File: src/rtl/smb_pkg.sv
package smb_pkg;
  localparam int DW       = 8;
  localparam int NRW      = 4;          // writable registers 0..NRW-1
  localparam int STAT_IDX = 4;          // read-only status index
  localparam int CTRL_IDX = 3;
  localparam int NST      = 4;          // status bits
  localparam int SW       = 4;          // strap bits
  localparam logic [2:0] ADDR_HI = 3'b101;

  typedef enum logic [2:0] {
    ST_IDLE, ST_ADDR, ST_REG, ST_WDATA, ST_RDATA, ST_WAIT
  } smb_state_e;

  function automatic logic [DW-1:0] reg_rst(input int idx);
    return (idx == CTRL_IDX) ? 8'h0F : 8'h00;
  endfunction
endpackage

File: src/rtl/smb_sync.sv
module smb_sync (
  input  logic clk_i,
  input  logic rst_ni,
  input  logic scl_i,
  input  logic sda_i,
  output logic scl_s_o,
  output logic sda_s_o,
  output logic start_o,
  output logic stop_o,
  output logic rise_o,
  output logic fall_o
);
  logic [1:0] scl_ff, sda_ff;
  logic       scl_d, sda_d;

  always_ff @(posedge clk_i or negedge rst_ni) begin
    if (!rst_ni) begin
      scl_ff <= 2'b11;
      sda_ff <= 2'b11;
      scl_d  <= 1'b1;
      sda_d  <= 1'b1;
    end else begin
      scl_ff <= {scl_ff[0], scl_i};
      sda_ff <= {sda_ff[0], sda_i};
      scl_d  <= scl_ff[1];
      sda_d  <= sda_ff[1];
    end
  end

  assign scl_s_o = scl_ff[1];
  assign sda_s_o = sda_ff[1];
  assign start_o = scl_ff[1] & scl_d & sda_d & ~sda_ff[1];
  assign stop_o  = scl_ff[1] & scl_d & ~sda_d & sda_ff[1];
  assign rise_o  = scl_ff[1] & ~scl_d;
  assign fall_o  = ~scl_ff[1] & scl_d;
endmodule

File: src/rtl/smb_fsm.sv
module smb_fsm
  import smb_pkg::*;
#(
  parameter int TIMEOUT_CYC = 3_500_000,
  localparam int TW = $clog2(TIMEOUT_CYC + 1)
) (
  input  logic          clk_i,
  input  logic          rst_ni,
  input  logic          act_i,
  input  logic          scl_s_i,
  input  logic          sda_s_i,
  input  logic          start_i,
  input  logic          stop_i,
  input  logic          rise_i,
  input  logic          fall_i,
  input  logic [SW-1:0] strap_i,
  input  logic [DW-1:0] rd_data_i,
  output logic          sda_oe_o,
  output logic          wr_en_o,
  output logic [DW-1:0] wr_data_o,
  output logic [DW-1:0] ptr_o
);
  localparam logic [TW-1:0] TLIM = TW'(TIMEOUT_CYC);

  smb_state_e    state;
  logic [3:0]    cnt;
  logic [DW-1:0] shreg;
  logic          ack_ph, rw, sda_oe, wr_en;
  logic [TW-1:0] tcnt;
  logic          to_hit;

  assign to_hit = ~scl_s_i & (tcnt == TLIM);

  always_ff @(posedge clk_i or negedge rst_ni) begin
    if (!rst_ni) tcnt <= '0;
    else if (!act_i || scl_s_i) tcnt <= '0;
    else if (tcnt != TLIM) tcnt <= tcnt + 1'b1;
  end

  always_ff @(posedge clk_i or negedge rst_ni) begin
    if (!rst_ni) begin
      state <= ST_IDLE; cnt <= '0; shreg <= '0; ack_ph <= 1'b0;
      rw <= 1'b0; sda_oe <= 1'b0; wr_en <= 1'b0; ptr_o <= '0;
    end else begin
      wr_en <= 1'b0;
      if (!act_i || to_hit || stop_i) begin
        state <= ST_IDLE; sda_oe <= 1'b0; ack_ph <= 1'b0; cnt <= '0;
      end else if (start_i) begin
        state <= ST_ADDR; sda_oe <= 1'b0; ack_ph <= 1'b0; cnt <= '0;
      end else if (rise_i) begin
        if (!ack_ph && cnt != 4'd8 &&
            state inside {ST_ADDR, ST_REG, ST_WDATA, ST_RDATA}) begin
          cnt <= cnt + 1'b1;
          if (state != ST_RDATA) shreg <= {shreg[DW-2:0], sda_s_i};
        end
      end else if (fall_i) begin
        if (ack_ph) begin
          // end of ninth clock
          ack_ph <= 1'b0; cnt <= '0; sda_oe <= 1'b0;
          case (state)
            ST_ADDR: if (rw) begin
                       state  <= ST_RDATA;
                       shreg  <= rd_data_i;
                       sda_oe <= ~rd_data_i[DW-1];
                     end else state <= ST_REG;
            ST_REG:  state <= ST_WDATA;
            default: state <= ST_WAIT;
          endcase
        end else if (cnt == 4'd8) begin
          case (state)
            ST_ADDR: if (shreg[DW-1:1] == {ADDR_HI, strap_i}) begin
                       rw <= shreg[0]; ack_ph <= 1'b1; sda_oe <= 1'b1;
                     end else state <= ST_WAIT;
            ST_REG:   begin ptr_o <= shreg; ack_ph <= 1'b1; sda_oe <= 1'b1; end
            ST_WDATA: begin wr_en <= 1'b1; ack_ph <= 1'b1; sda_oe <= 1'b1; end
            ST_RDATA: begin ack_ph <= 1'b1; sda_oe <= 1'b0; end
            default: ;
          endcase
        end else if (state == ST_RDATA && cnt != 4'd0) begin
          shreg  <= {shreg[DW-2:0], 1'b0};
          sda_oe <= ~shreg[DW-2];
        end
      end
    end
  end

  assign sda_oe_o  = sda_oe;
  assign wr_en_o   = wr_en;
  assign wr_data_o = shreg;
endmodule

File: src/rtl/smb_regfile.sv
module smb_regfile
  import smb_pkg::*;
(
  input  logic              clk_i,
  input  logic              rst_ni,
  input  logic              clr_i,
  input  logic              wr_en_i,
  input  logic [DW-1:0]     wr_addr_i,
  input  logic [DW-1:0]     wr_data_i,
  input  logic [DW-1:0]     rd_addr_i,
  input  logic [NST-1:0]    stat_i,
  output logic [DW-1:0]     rd_data_o,
  output logic [NRW*DW-1:0] regs_o
);
  localparam int IW = $clog2(NRW);

  logic [DW-1:0]  q [NRW];
  logic [NST-1:0] stat_q;

  for (genvar g = 0; g < NRW; g++) begin : g_reg
    always_ff @(posedge clk_i or negedge rst_ni) begin
      if (!rst_ni)                                q[g] <= reg_rst(g);
      else if (clr_i)                             q[g] <= reg_rst(g);
      else if (wr_en_i && wr_addr_i == DW'(g))    q[g] <= wr_data_i;
    end
    assign regs_o[g*DW +: DW] = q[g];
  end

  always_ff @(posedge clk_i or negedge rst_ni) begin
    if (!rst_ni) stat_q <= '0;
    else         stat_q <= stat_i;
  end

  always_comb begin
    rd_data_o = '0;
    if (rd_addr_i < DW'(NRW))           rd_data_o = q[rd_addr_i[IW-1:0]];
    else if (rd_addr_i == DW'(STAT_IDX)) rd_data_o = {{(DW-NST){1'b0}}, stat_q};
  end
endmodule

File: src/rtl/smb_reg_slave.sv
module smb_reg_slave
  import smb_pkg::*;
#(
  parameter int TIMEOUT_CYC = 3_500_000
) (
  input  logic           clk_i,
  input  logic           rst_ni,
  input  logic           en_i,
  input  logic           scl_i,
  input  logic           sda_i,
  output logic           sda_oe_o,
  input  logic [SW-1:0]  strap_i,
  input  logic [NST-1:0] sig_ok_i,
  output logic [DW-1:0]  route_o,
  output logic [DW-1:0]  emph_o,
  output logic [DW-1:0]  eq_o,
  output logic [DW-1:0]  ctrl_o
);
  logic en_q, act_w, clr_w;
  logic scl_s_w, sda_s_w, start_w, stop_w, rise_w, fall_w;
  logic wr_en_w;
  logic [DW-1:0] wr_data_w, ptr_w, rd_data_w;
  logic [NRW*DW-1:0] regs_w;

  always_ff @(posedge clk_i or negedge rst_ni) begin
    if (!rst_ni) en_q <= 1'b0;
    else         en_q <= en_i;
  end
  assign act_w = en_q;
  assign clr_w = en_i ^ en_q;

  smb_sync u_sync (
    .clk_i, .rst_ni, .scl_i, .sda_i,
    .scl_s_o(scl_s_w), .sda_s_o(sda_s_w), .start_o(start_w),
    .stop_o(stop_w), .rise_o(rise_w), .fall_o(fall_w)
  );

  smb_fsm #(.TIMEOUT_CYC(TIMEOUT_CYC)) u_fsm (
    .clk_i, .rst_ni, .act_i(act_w), .scl_s_i(scl_s_w), .sda_s_i(sda_s_w),
    .start_i(start_w), .stop_i(stop_w), .rise_i(rise_w), .fall_i(fall_w),
    .strap_i, .rd_data_i(rd_data_w), .sda_oe_o, .wr_en_o(wr_en_w),
    .wr_data_o(wr_data_w), .ptr_o(ptr_w)
  );

  smb_regfile u_regs (
    .clk_i, .rst_ni, .clr_i(clr_w), .wr_en_i(wr_en_w), .wr_addr_i(ptr_w),
    .wr_data_i(wr_data_w), .rd_addr_i(ptr_w), .stat_i(sig_ok_i),
    .rd_data_o(rd_data_w), .regs_o(regs_w)
  );

  assign route_o = regs_w[0*DW +: DW];
  assign emph_o  = regs_w[1*DW +: DW];
  assign eq_o    = regs_w[2*DW +: DW];
  assign ctrl_o  = regs_w[3*DW +: DW];
endmodule

File: config.mk
export PLATFORM = sky130hd
export DESIGN_NAME = smb_reg_slave
export DESIGN_NICKNAME = d
export VERILOG_FILES = /design/src/rtl/smb_pkg.sv /design/src/rtl/smb_sync.sv /design/src/rtl/smb_fsm.sv /design/src/rtl/smb_regfile.sv /design/src/rtl/smb_reg_slave.sv
export SDC_FILE = /design/constraint.sdc
export NUM_CORES = 1
export LEC_CHECK = 0
export ABC_CLOCK_PERIOD_IN_PS = 2600
export BUFFER_PORTS_ARGS = -buffer_cell sky130_fd_sc_hd__buf_2
export CAP_MARGIN = 30
export CORE_MARGIN = 2
export CORE_UTILIZATION = 36
export CTS_CLUSTER_SIZE = 8
export DETAILED_ROUTE_END_ITERATION = 8
export GPL_ROUTABILITY_DRIVEN = 1
export PLACE_DENSITY = 0.6
export SETUP_SLACK_MARGIN = 0.15
export SLEW_MARGIN = 20
export SYNTH_ARGS = -nofsm -noshare
export SYNTH_HDL_FRONTEND = slang
export SYNTH_SLANG_ARGS = --single-unit
File: constraint.sdc
create_clock -name clk_i -period 2.6 [get_ports clk_i]
set_input_delay 0.39 -clock clk_i [delete_from_list [all_inputs] [get_ports clk_i]]
set_output_delay 0.39 -clock clk_i [all_outputs]
set_load 0.05 [all_outputs]
==> out/results.txt <==
CP Class = reg -> reg
clk_lat worst skew = 0.34 ns
synth top area cells = dfrtp_1, dfstp_2, mux2i_1
Synth area leader = dfrtp_1
Port Buffers = 45
PD cells = 545 mW/mm^2
dpl cells = 651
required time worst endpoint = 2.82 ns
DRC viols = 0
Primary FF master, synth = dfrtp_1
drt pass-1 iters = 4
grt ovf = 0
most frequent cells after synthesis = dfrtp_1, nor2_1, nand2_1
CTS H-Tree Depth = 3
antenna diode count = 0
Final Cycle Share = 94.5%
root buf cell = clkbuf_16
Min Clock Period, post-route = 2.46 ns
unrepaired setup endpoints after global routing = true
synthesized area per cell = 10.5 sq um
CTS tree = built
first-pass GRT wire length = 17,600 um
Crit path largest cell delay = 0.56 ns
Netlist cell types = 58
Setup violations, final = 0
most used cell, CP = buf_6
Reg clk slew, reported paths = 0.06 ns
fmax = 407 MHz
Worst Setup End Kind = register
Reg area = 0.00231 sq mm
Layout Skew = 0.00959 ns
fillers = 1,224
chip height = 118 um
static leakage = 0.00259 uW
routed wire length = 10,900 um
Seq/Total Area, Yosys = 49.8%
vias in the first global route = 3,539
outcome = completed
via-per-instance ratio = 5.15
placed instance area = 0.00511 sq mm
YS warnings = 0
HPWL after DPL = 7490 um
delay-heaviest family, CP = simple AND/OR/NAND/NOR gates
Mapped Nets = 461
IO Pins = 46
post-route setup slack = 0.143 ns
Final Cell Area = 0.00552 sq mm
largest net degree at the start of global routing = 49
Async S/R FF share, synth = 100%
share of the synthesized area in the top cell type = 44.2%
Layout area overhead = 18.8%
slowest CP cell = or4_4
clock sink count = 92
Pins Over Slew Limit = 0
crit path launch type = register
min-delay worst type = in -> async
CTS buffer count = 9
Antenna Nets Post-Route = 0
Max VDD drop = 506 uV
number of antenna violations at the first check in global routing = 0
ordered list of cells on the worst path = or4b_4, or4_4, o31ai_4, buf_6, nor4_4, buf_6, mux2_4
DRT iter0 DRCs = 153
row count = 41
DR WL/cell = 16.1 um
area of the multi-input gates = 0.00219 sq mm
Mapped Area = 0.00464 sq mm
max_cap viols = 0
EDFF count, synth = 0
crit-path max FO = 8
share of cells above drive strength 1 = 25.9%
flip-flop and latch count after synthesis = 92
Worst-Margin Slew = 0.736 ns
Mapped Cells = 441
Die X = 118 um
vias after detailed routing = 3,470
Data arrival, critical path = 2.68 ns
Final Hold Viols = 0
Die ar. = 0.0138 sq mm
total track usage = 15.9%
Core ar. = 0.0126 sq mm
dpl ws = -0.0129 ns
nets = 517
Starting Density = 36.8%
placer congestion estimate = 0.799
CTS max path bufs = 2
Finished Layout Cells = 674
Slew headroom = 50.8%
most frequent cell after synthesis = dfrtp_1
WP buf/inv = 2
-- layout make-up --
| type | count | area share [%] |
|---|---|---|
| flip-flops and latches | 92 | 42.0 |
| multi-input cells | 312 | 39.6 |
| clock buffers | 12 | 4.47 |
| well taps | 172 | 3.90 |
| inverters | 12 | 0.817 |
| clock inverters | 4 | 1.34 |
| repair buffers | 70 | 7.89 |
-- per-stage QoR --
step	total power, uW	util [%]	setup TNS [ns]	hold WS [ns]
2_1_floorplan	1540	-	0	0.0944
3_3_place_gp	1610	40.5	0	0.350
3_5_place_dp	1620	40.5	-0.0209	0.355
4_1_cts	3030	43.3	0	0.0742
5_1_grt	3100	43.7	0	0.101
6_report	3000	43.7	0	0.0609
-- cells by family (layout without fill, tap and decap cells) --
| family | after synthesis | in the layout | synth area share [%] |
|---|---|---|---|
| flops | 92 | 92 | 49.8 |
| simple gates | 180 | 180 | 19.8 |
| xor+xnor | 27 | 27 | 5.09 |
| compound gates | 47 | 47 | 6.33 |
| mux | 51 | 51 | 13.4 |
| fa+ha+maj | 7 | 7 | 1.89 |
| buf+inv | 37 | 98 | 3.64 |
-- worst register-to-register path, cell delays in order, from the launching register on --
cell,delay [ns]
dfrtp_1,0.39
or4b_4,0.54
or4_4,0.56
o31ai_4,0.22
buf_6,0.15
nor4_4,0.05
buf_6,0.14
mux2_4,0.29
-- power breakdown --
group          internal (uW)  total (uW)  switching (uW)
sequential              1450        1460            11.7
clock                    870        1410             539
combinational           46.1         136            89.6
total                   2360        3000             641
-- cells in the final DEF, fill, tap and decap left out, types with 3 or more instances in the layout --
master and instances:
a21oi_1 14, a31oi_1 3, and3_1 4, buf_2 44
buf_4 23, clkbuf_16 9, dfrtp_1 82, dfstp_2 10
ha_1 7, inv_1 12, mux2_2 15, mux2_4 3
mux2i_1 26, mux4_2 7, nand2_1 38, nand2b_1 6
nand3_1 25, nand4_1 6, nor2_1 52, nor2b_1 5
nor3_1 10, nor3b_1 3, nor4_1 5, o21ai_0 17
or3_1 4, xnor2_1 14, xor2_1 13
-- per-layer routing --
layer  global-route usage (%)  routed length, um  share of wire, %
met5                        0                  0                 0
met4                     5.72                155               1.4
met3                     3.44                497               4.6
met2                     25.5               5150                47
met1                     21.4               5070                47
-- final timing paths --
check / startpoint / end / slack [ns] / cells past startpoint
max in group asynchronous: rst_ni / u_sync.sda_ff[0] / 1.83 / 2
worst max-delay path: u_fsm.tcnt[12] / u_fsm.ptr_o[4] / 0.14 / 7
worst min-delay path: rst_ni / u_regs.regs_o[10] / 0.06 / 1
worst min register to register: u_sync.scl_ff[0] / u_sync.scl_ff[1] / 0.36 / 0
worst max register to register: u_fsm.tcnt[12] / u_fsm.ptr_o[4] / 0.14 / 7
min in group clk_i: scl_i / u_sync.scl_ff[0] / 0.14 / 1
-- registers in the layout (all words and copies together) (netlist names) --
name	flops
u_sync.sda_d	1
u_sync.scl_d	1
u_fsm.state	3
u_sync.sda_ff	2
u_fsm.wr_data_o	8
u_fsm.cnt	4
u_fsm.sda_oe_o	1
u_sync.scl_ff	2
act_w	1
u_fsm.ack_ph	1
u_fsm.wr_en_o	1
u_fsm.ptr_o	8
u_regs.stat_q	4
u_fsm.rw	1
u_regs.regs_o	32
u_fsm.tcnt	22
-- what timing repair did --
action / CTS / global route
buffers inserted: 4 / 3
hold buffers: 0 / 0
endpoints found under the hold margin: 0 / 0
endpoints found under the setup margin: 16 / 17
pin swaps: 1 / 1
resized for setup: 2 / 5
Power figures use the tool's default switching activity.
